File: src/rtl/vcd_pkg.sv
package vcd_pkg;

   typedef enum logic {
      UNIT_BYTE = 1'b0,
      UNIT_WORD = 1'b1
   } unit_mode_e;

   typedef struct packed {
      logic vert;
      logic horz;
   } sync_pair_t;

   localparam int unsigned BASE_ALIGN_BITS   = 3;
   localparam int unsigned STRIDE_ALIGN_BITS = 2;

endpackage

File: src/rtl/vcd_sync_edge.sv
module vcd_sync_edge (
   input  logic clk,
   input  logic rst_n,
   input  logic pix_en,
   input  logic raw,
   input  logic pol,
   input  logic sw_pulse,
   output logic active,
   output logic evt
);
   logic act_q;

   assign active = pol ? raw : ~raw;

   always_ff @(posedge clk or negedge rst_n) begin
      if (!rst_n)
         act_q <= 1'b0;
      else if (pix_en)
         act_q <= active;
   end

   assign evt = sw_pulse | (pix_en & active & ~act_q);

   AST_HW_EDGE_ONLY: assert property (@(posedge clk) disable iff (!rst_n)
      (evt && !sw_pulse) |-> (pix_en && !act_q)) else $error("hw edge");

endmodule

File: src/rtl/vcd_position.sv
module vcd_position #(
   parameter int unsigned CNT_W  = 16,
   parameter int unsigned MASK_W = 32
) (
   input  logic              clk,
   input  logic              rst_n,
   input  logic              pix_take,
   input  logic              vs_evt,
   input  logic              hs_evt,
   input  logic              skip_first_hs,
   input  logic              skip_alt,
   input  logic [CNT_W-1:0]  off_cols,
   input  logic [CNT_W-1:0]  win_cols,
   input  logic [CNT_W-1:0]  off_rows,
   input  logic [CNT_W-1:0]  win_rows,
   input  logic [MASK_W-1:0] hmask,
   input  logic [MASK_W-1:0] vmask,
   output logic              unit_keep,
   output logic              line_keep,
   output logic              line_adv,
   output logic              frame_ok
);
   localparam int unsigned MB = $clog2(MASK_W);
   localparam logic [CNT_W-1:0] CNT_MAX = {CNT_W{1'b1}};

   logic [CNT_W-1:0] col_q, row_q;
   logic             first_h_q, par_q, live_q;
   logic [CNT_W-1:0] col_rel, row_rel;
   logic             col_in, row_in;

   always_comb begin
      col_rel = col_q - off_cols;
      row_rel = row_q - off_rows;
      col_in  = (col_q >= off_cols) && (col_rel < win_cols);
      row_in  = (row_q >= off_rows) && (row_rel < win_rows);
   end

   assign line_adv  = hs_evt && !vs_evt && !(skip_first_hs && first_h_q);
   assign frame_ok  = live_q && (!skip_alt || par_q);
   assign line_keep = row_in && !vmask[row_q[MB-1:0]];
   assign unit_keep = frame_ok && line_keep && col_in && !hmask[col_rel[MB-1:0]];

   always_ff @(posedge clk or negedge rst_n) begin
      if (!rst_n) begin
         col_q     <= '0;
         row_q     <= '0;
         first_h_q <= 1'b0;
         par_q     <= 1'b0;
         live_q    <= 1'b0;
      end else if (vs_evt) begin
         col_q     <= '0;
         row_q     <= '0;
         first_h_q <= 1'b1;
         par_q     <= ~par_q;
         live_q    <= 1'b1;
      end else if (hs_evt) begin
         col_q     <= '0;
         first_h_q <= 1'b0;
         if (line_adv && row_q != CNT_MAX)
            row_q <= row_q + 1'b1;
      end else if (pix_take && col_q != CNT_MAX) begin
         col_q <= col_q + 1'b1;
      end
   end

   AST_FIRST_HS_HOLDS: assert property (@(posedge clk) disable iff (!rst_n)
      (hs_evt && !vs_evt && skip_first_hs && first_h_q) |=> $stable(row_q)) else $error("first hs");
   AST_VS_CLEARS_POS: assert property (@(posedge clk) disable iff (!rst_n)
      vs_evt |=> (row_q == '0 && col_q == '0)) else $error("vs clear");

endmodule

File: src/rtl/vcd_addr.sv
module vcd_addr #(
   parameter int unsigned ADDR_W  = 22,
   parameter bit          WORD_EN = 1'b1
) (
   input  logic              clk,
   input  logic              rst_n,
   input  logic              vs_evt,
   input  logic              hs_evt,
   input  logic              load_now,
   input  logic              line_adv,
   input  logic              line_keep,
   input  logic              take_keep,
   input  logic              wide16,
   input  logic              buf_sel,
   input  logic [ADDR_W-1:0] base0,
   input  logic [ADDR_W-1:0] base1,
   input  logic [ADDR_W-1:0] stride,
   output logic [ADDR_W-1:0] cur_addr,
   output logic              wide_eff
);
   import vcd_pkg::*;

   localparam logic [ADDR_W-1:0] BASE_MASK   = ~(ADDR_W'((1 << BASE_ALIGN_BITS) - 1));
   localparam logic [ADDR_W-1:0] STRIDE_MASK = ~(ADDR_W'((1 << STRIDE_ALIGN_BITS) - 1));

   logic [ADDR_W-1:0] line_q, ofs_q, base_sel, stride_al, step;
   unit_mode_e        mode;

   generate
      if (WORD_EN) begin : g_word
         assign wide_eff = wide16;
      end else begin : g_byte
         assign wide_eff = 1'b0;
      end
   endgenerate

   assign mode      = wide_eff ? UNIT_WORD : UNIT_BYTE;
   assign step      = (mode == UNIT_WORD) ? ADDR_W'(2) : ADDR_W'(1);
   assign base_sel  = (buf_sel ? base1 : base0) & BASE_MASK;
   assign stride_al = stride & STRIDE_MASK;
   assign cur_addr  = line_q + ofs_q;

   always_ff @(posedge clk or negedge rst_n) begin
      if (!rst_n) begin
         line_q <= '0;
         ofs_q  <= '0;
      end else if (vs_evt || load_now) begin
         line_q <= base_sel;
         ofs_q  <= '0;
      end else if (hs_evt) begin
         ofs_q <= '0;
         if (line_adv && line_keep)
            line_q <= line_q + stride_al;
      end else if (take_keep) begin
         ofs_q <= ofs_q + step;
      end
   end

   AST_LINE_ALIGNED: assert property (@(posedge clk) disable iff (!rst_n)
      line_q[1:0] == 2'b00) else $error("line align");
   AST_VS_LOADS_BASE: assert property (@(posedge clk) disable iff (!rst_n)
      vs_evt |=> line_q == $past(base_sel)) else $error("base load");
   AST_OFS_ONLY_KEPT: assert property (@(posedge clk) disable iff (!rst_n)
      (!take_keep && !vs_evt && !hs_evt && !load_now) |=> $stable(ofs_q)) else $error("ofs moved");

endmodule

File: src/rtl/vcd_capture_top.sv
module vcd_capture_top #(
   parameter int unsigned ADDR_W  = 22,
   parameter int unsigned CNT_W   = 16,
   parameter int unsigned MASK_W  = 32,
   parameter int unsigned DATA_W  = 16,
   parameter bit          WORD_EN = 1'b1
) (
   input  logic                 clk,
   input  logic                 rst_n,
   input  logic                 pix_en,
   input  logic [DATA_W-1:0]    pix_data,
   input  logic                 hsync_in,
   input  logic                 vsync_in,
   input  logic                 hs_pol,
   input  logic                 vs_pol,
   input  logic                 wide16,
   input  logic [2*CNT_W-1:0]   win_size,
   input  logic [2*CNT_W-1:0]   win_ofs,
   input  logic [MASK_W-1:0]    hmask,
   input  logic [MASK_W-1:0]    vmask,
   input  logic [ADDR_W-1:0]    stride,
   input  logic [ADDR_W-1:0]    base0,
   input  logic [ADDR_W-1:0]    base1,
   input  logic                 buf_sel,
   input  logic                 skip_alt,
   input  logic                 skip_first_hs,
   input  logic                 sw_vsync,
   input  logic                 sw_hsync,
   input  logic                 sw_load,
   output logic                 wr_stb,
   output logic [ADDR_W-1:0]    wr_addr,
   output logic [DATA_W-1:0]    wr_data
);
   import vcd_pkg::*;

   localparam int unsigned HALF_W = DATA_W / 2;

   generate
      if ((MASK_W & (MASK_W - 1)) != 0 || MASK_W < 2) begin : g_bad_mask
         $error("MASK_W must be a power of two");
      end
      if (ADDR_W < 4) begin : g_bad_addr
         $error("ADDR_W too small for base alignment");
      end
      if (DATA_W != 16) begin : g_bad_data
         $error("DATA_W must be 16");
      end
   endgenerate

   sync_pair_t raw_s, pol_s, sw_s, act_s, evt_s;

   assign raw_s = '{vert: vsync_in, horz: hsync_in};
   assign pol_s = '{vert: vs_pol,   horz: hs_pol};
   assign sw_s  = '{vert: sw_vsync, horz: sw_hsync};

   generate
      for (genvar g = 0; g < 2; g++) begin : g_sync
         vcd_sync_edge u_edge (
            .clk      (clk),
            .rst_n    (rst_n),
            .pix_en   (pix_en),
            .raw      (raw_s[g]),
            .pol      (pol_s[g]),
            .sw_pulse (sw_s[g]),
            .active   (act_s[g]),
            .evt      (evt_s[g])
         );
      end
   endgenerate

   logic pix_take, unit_keep, line_keep, line_adv, frame_ok, wide_eff;
   logic [ADDR_W-1:0] cur_addr;

   assign pix_take = pix_en & ~act_s.vert & ~act_s.horz & ~evt_s.vert & ~evt_s.horz;

   vcd_position #(.CNT_W(CNT_W), .MASK_W(MASK_W)) u_pos (
      .clk           (clk),
      .rst_n         (rst_n),
      .pix_take      (pix_take),
      .vs_evt        (evt_s.vert),
      .hs_evt        (evt_s.horz),
      .skip_first_hs (skip_first_hs),
      .skip_alt      (skip_alt),
      .off_cols      (win_ofs[CNT_W-1:0]),
      .win_cols      (win_size[CNT_W-1:0]),
      .off_rows      (win_ofs[2*CNT_W-1:CNT_W]),
      .win_rows      (win_size[2*CNT_W-1:CNT_W]),
      .hmask         (hmask),
      .vmask         (vmask),
      .unit_keep     (unit_keep),
      .line_keep     (line_keep),
      .line_adv      (line_adv),
      .frame_ok      (frame_ok)
   );

   vcd_addr #(.ADDR_W(ADDR_W), .WORD_EN(WORD_EN)) u_addr (
      .clk       (clk),
      .rst_n     (rst_n),
      .vs_evt    (evt_s.vert),
      .hs_evt    (evt_s.horz),
      .load_now  (sw_load),
      .line_adv  (line_adv),
      .line_keep (line_keep),
      .take_keep (pix_take & unit_keep),
      .wide16    (wide16),
      .buf_sel   (buf_sel),
      .base0     (base0),
      .base1     (base1),
      .stride    (stride),
      .cur_addr  (cur_addr),
      .wide_eff  (wide_eff)
   );

   always_ff @(posedge clk or negedge rst_n) begin
      if (!rst_n) begin
         wr_stb  <= 1'b0;
         wr_addr <= '0;
         wr_data <= '0;
      end else begin
         wr_stb <= pix_take & unit_keep;
         if (pix_take & unit_keep) begin
            wr_addr <= cur_addr;
            wr_data <= wide_eff ? pix_data : {{HALF_W{1'b0}}, pix_data[HALF_W-1:0]};
         end
      end
   end

   AST_STB_FOLLOWS_EN: assert property (@(posedge clk) disable iff (!rst_n)
      wr_stb |-> $past(pix_en)) else $error("stb source");
   AST_NO_WR_OFF_FRAME: assert property (@(posedge clk) disable iff (!rst_n)
      !frame_ok |=> !wr_stb) else $error("frame gate");
   AST_NO_WR_IN_SYNC: assert property (@(posedge clk) disable iff (!rst_n)
      (act_s.vert || act_s.horz) |=> !wr_stb) else $error("sync write");

endmodule

File: config.mk
export PLATFORM = sky130hd
export DESIGN_NAME = vcd_capture_top
export DESIGN_NICKNAME = d
export VERILOG_FILES = /design/src/rtl/vcd_pkg.sv /design/src/rtl/vcd_sync_edge.sv /design/src/rtl/vcd_position.sv /design/src/rtl/vcd_addr.sv /design/src/rtl/vcd_capture_top.sv
export SDC_FILE = /design/constraint.sdc
export NUM_CORES = 1
export LEC_CHECK = 0
export ABC_CLOCK_PERIOD_IN_PS = 6100
export CORE_MARGIN = 5
export CORE_UTILIZATION = 35
export CTS_CLUSTER_DIAMETER = 60
export DETAILED_ROUTE_END_ITERATION = 10
export MAX_ROUTING_LAYER = met4
export REMOVE_ABC_BUFFERS = 1
export SETUP_SLACK_MARGIN = 0.02
export SLEW_MARGIN = 20
export SYNTH_ARGS = -nofsm -noshare
export SYNTH_HDL_FRONTEND = slang
export SYNTH_SLANG_ARGS = --single-unit
File: constraint.sdc
create_clock -name clk -period 6.1 [get_ports clk]
set_input_delay 0.61 -clock clk [delete_from_list [all_inputs] [get_ports clk]]
set_output_delay 0.61 -clock clk [all_outputs]
set_load 0.01 [all_outputs]
After elaboration in Yosys (flattened, before gate mapping)
Index checks and enable logic that the tools add are counted.

storage, ports and cells
  output and inout port bits = 39
  bits of input ports = 224
  logic and storage cells = 99
  bits in registers = 120

operators by class
  add/subtract/negate cells = 7
  reductions and logical operators = 28
  magnitude comparators = 6
  bitwise operators = 20
  muxes and demuxes = 24
  eq/ne operators = 2

operators by type and width
  cell                   count
  $mux 22                7
  $mux 16                7
  $add 22x22->22         3
  $add 16x1->16 const B  2
  $ge 16x16->1           2
  $lt 16x16->1           2
  $ne 16x16->1 const B   2
  $sub 16x16->16         2
  $logic_and 1x1->1      13
  $lt 5x6->1 const B     2
  $bmux 1 s5             2
  $and 1x1->1            9
  $not 1->1              9
  $reduce_bool 2->1      4
  $mux 1                 7
  $reduce_bool 3->1      2
  $logic_not 1->1        5
  $reduce_and 2->1       2
  $logic_or 1x1->1       2
  $mux 2                 1
  $or 1x1->1             2

Longest topological paths before layout
  depth in word-level cells = 12
  mapped depth = 24
  gate-level depth less buffers = 21

Hierarchy
From an unflattened synthesis, not the netlist that was laid out.

unflattened totals
  cells, all modules = 1143
  area, all modules = 10249.8 sq um

by module, submodules not included
  module           area an instance (sq um)  cells each  sequential area each (sq um)  times used
  vcd_position     4571.9                    554         875.8                         1
  vcd_addr         4027.6                    478         1051.0                        1
  vcd_capture_top  1535.2                    101         975.9                         1
  vcd_sync_edge    57.6                      5           25.0                          2

Worst setup path before layout
OpenSTA, ideal clock, no wires.

  path type = input to register
  start point = in win_ofs[16]
  end point = reg u_addr.ofs_q[19]
  setup slack = 1.287 ns
  buffers on the path = 2
  cell stages on the path = 20
  library setup time = 0.079 ns
  arrival time = 4.734 ns
  cells stage by stage = ha_1 -> fa_1 -> nand2b_1 -> a21oi_1 -> a21oi_1 -> o21bai_1 -> a21o_1 -> a21o_1 -> a21oi_1 -> xnor2_1 -> ha_1 -> a211oi_1 -> o31a_1 -> a31oi_1 -> or4b_4 -> or3_1 -> clkbuf_1 -> buf_2 -> nor4_1 -> mux2i_1

between the ends
  word-level cells in the longest chain between the ends = 9

ends and longest elaborated chain
  element                               line                    source
  from (decl)                           vcd_capture_top.sv:18   input logic [2*CNT_W-1:0] win_ofs,
  $sub 16x16->16                        vcd_position.sv:33      row_rel = row_q - off_rows;
  $lt 16x16->1                          vcd_position.sv:35      row_in = (row_q >= off_rows) && (row_rel < win_rows);
  $logic_and 1x1->1 *                   vcd_position.sv:35
  $logic_and 1x1->1 *                   vcd_position.sv:40      assign line_keep = row_in && !vmask[row_q[MB-1:0]];
  $logic_and 1x1->1 * (3 in a row)      vcd_position.sv:41      assign unit_keep = frame_ok && line_keep && col_in && !hmask[col_rel[MB-1:0]];
  $and 1x1->1 *                         vcd_capture_top.sv:104  .take_keep (pix_take & unit_keep),
  $reduce_bool 3->1 (no source line) *  -
  to (signal assigned)                  vcd_addr.sv:55          ofs_q <= ofs_q + step;
  to (decl)                             vcd_addr.sv:26          logic [ADDR_W-1:0] line_q, ofs_q, base_sel, stride_al, step;

Mark *: on every way between the ends. The rest lies on a longest branch, timed or not.
A chain may end at the register's enable or synchronous reset.

Worst setup path in the final report
  start point = in win_ofs[17]
  end point = reg u_addr.ofs_q[19]

Same word-level chain as after synthesis.

==> flow_summary.toml <==
[run_status]
outcome = "completed"

[global_route]
grt_overflow = 0
grt_use_met2 = 0.282
use_met1 = 0.224
antenna_found_initial = 5
grt_pass1_vias = 9147
grt_pass1_wl_um = 44100
grtUsageTotal = 0.175
grt_busiest_layer = "met2"
grt_max_degree = 65
grtUsageMet3 = 0.0428

[cells_and_area]
regArea_um2 = 2950
syn_to_final_growth_pct = 36.1
n_fill_cell = 2729
nNetsFinal = 1727
layout-drive-gt1-share = 0.0611
multi_input_area_um2 = 6520
fin_cells = 1791

[sta]
drv_slew = 0
final_hold_viol_count = 0
maxSlewHeadroom = 0.336
fin_crit_ns = 5.53
setup_ws_ns = 0.575
setup_tns_ns = 0
fmax_mhz = 181
rsz0062_at_grt = "false"
skew_ns = 0.0116
worst_slew_pin_slew_ns = 0.984
setup_viol = 0
fin_crit_sh = 0.906

[logic_synthesis]
yosysSeqAreaShare = 0.296
ys_seq_elements = 118
synth_edf_count = 0
syn_area_um2 = 9980
yosysTopAreaCell = "dfrtp_1"
yosysUniqueCellTypes = 60
synth_commonest_cells = "dfrtp_1 (118), nand2_1 (108), ha_1 (104)"
ys.flop_type = "dfrtp_1"
synth_top_area_frac = 0.296
syn_inst = 1148
ys_warn_count = 0
async_reset_ff_frac = 1.00
avgSynthCellArea_um2 = 8.69
synth_area_leaders = "dfrtp_1 (30%), ha_1 (13%), mux4_2 (4.1%), nand2_1 (4.1%), a21oi_1 (4.0%)"
yosysMostFrequentCell = "dfrtp_1"

[route]
first_pass_iters = 4
vias = 9039
vias_per_cell = 5.05
ant_nets = 0
drt_iter0_markers = 360
wl_per_cell_um = 15.3
drc = 0
wirelength_um = 27300

[critical_path]
cp.arrival_ns = 5.86
required_ns = 6.43
critical_path.endpoint_type = "register"
cp_max_fo = 26
timing_worst_setup_path_type = "in2reg"
start_kind = "primary input"

[place]
routabilityCongestion = 0.859
numPortBuffers = 254
place_ws_ns = 0.176
dpl.hpwl_um = 21600
placed_cells = 1754

[clocking]
post-cts-setup-buffer-count = 0
cts_resized = 0
cts_tree = "yes"
cts.path.max_buffers = 2
root_buffer = "clkbuf_16"
cts.sinks = 118
clk_transition_reported_paths_ns = 0.06
ctsHoldBuffers = 0
htreeDepth = 4
clk_latency_ns = 0.42
numCtsBuffers = 17

[job]
cap_violations = 0

[die]
start_util = 0.357
coreArea_um2 = 27900
num_rows = 61
die_area_um2 = 32000
fp.dieW_um = 179
ios = 263
die_y_um = 179

[hold_path]
hold_path_class = "in2async"

[pwr]
power_mw = 2.44
ir_worst_vdd_mv = 0.187
p_per_area_nw_per_um2 = 180
p_leak_nw = 6.05
[registers in the layout, indices dropped and copies added (netlist names)]
name                 flops
g_sync.u_edge.act_q      2
u_pos.col_q             16
u_pos.row_q             16
u_pos.par_q              1
u_pos.first_h_q          1
u_addr.ofs_q            22
u_pos.live_q             1
wr_addr                 22
wr_stb                   1
wr_data                 16
u_addr.line_q           20
[worst paths after layout]
| path | start | to | cells after the start | slack (ns) |
|---|---|---|---|---|
| worst max-delay path | win_ofs[17] | u_addr.ofs_q[19] | 21 | 0.57 |
| worst min-delay path | rst_n | wr_addr[5] | 1 | 0.23 |
| worst max register to register | u_pos.col_q[0] | u_addr.ofs_q[19] | 21 | 0.82 |
| worst min register to register | u_pos.live_q | u_pos.live_q | 1 | 0.46 |
| max in group asynchronous | rst_n | u_pos.col_q[7] | 2 | 4.49 |
| min in group clk | u_pos.live_q | u_pos.live_q | 1 | 0.46 |
[cell usage in the layout, fill, tap and decap left out, drive strengths merged, types with 32 or more instances in the layout]
master / instances
a21oi: 79
clkdlybuf4s50: 252
dfrtp: 118
ha: 104
inv: 101
nand2: 108
nor2: 80
nor2b: 32
o21ai: 69
xnor2: 40
xor2: 38
[stage by stage]
stage	util	hold WS (ns)	instance area, µm²
detailed placement	0.464	0.452	13000
CTS	0.486	0.272	13600
floorplan	-	0.314	9830
global route	0.486	0.276	13600
finish	0.486	0.228	13600
global placement	0.464	0.445	13000
[per-layer routing]
| metal | up-vias | share of wire |
|---|---|---|
| li1 | 4622 | - |
| met1 | 4167 | 0.46 |
| met2 | 218 | 0.46 |
| met5 | - | 0 |
| met3 | 32 | 0.057 |
| met4 | 0 | 0.016 |
[where the power goes]
part / internal, mW / switching [mW] / total [mW]
Sequential: 0.805 / 0.0208 / 0.825
Clock: 0.656 / 0.394 / 1.05
Combinational: 0.307 / 0.258 / 0.565
[final cells by class]
cell class,count,area share
Antenna cell,5,0.000921
Clock buffer,18,0.0323
Clock inverter,14,0.0128
Inverter,98,0.0271
Multi-Input combinational cell,895,0.480
Sequential cell,118,0.217
Tap cell,378,0.0348
Timing Repair Buffer,265,0.195
[critical path, stage by stage]
cell and delay (ns):
clkdlybuf4s50_1 0.51, inv_1 0.06, ha_1 0.30, nor2b_1 0.13
o21ai_0 0.18, a21boi_0 0.15, o21a_1 0.20, o21a_1 0.21
o21ai_0 0.25, nor3b_1 0.26, xnor2_1 0.16, ha_1 0.26
and3_1 0.20, o2111ai_1 0.10, o31a_1 0.17, a31oi_1 0.09
or4b_4 0.54, or3_2 0.63, buf_12 0.21, nor4_1 0.40
mux2i_1 0.23
[cell families after synthesis]
group / share of synthesized area
adders and majority gates: 0.138
AOI/OAI and AO/OA: 0.179
muxes: 0.0806
xor gates and xnor gates: 0.0685
DFF: 0.296
buffers and inverters: 0.0517
and+or+nand+nor: 0.186
(Power assumes the default switching activity.)
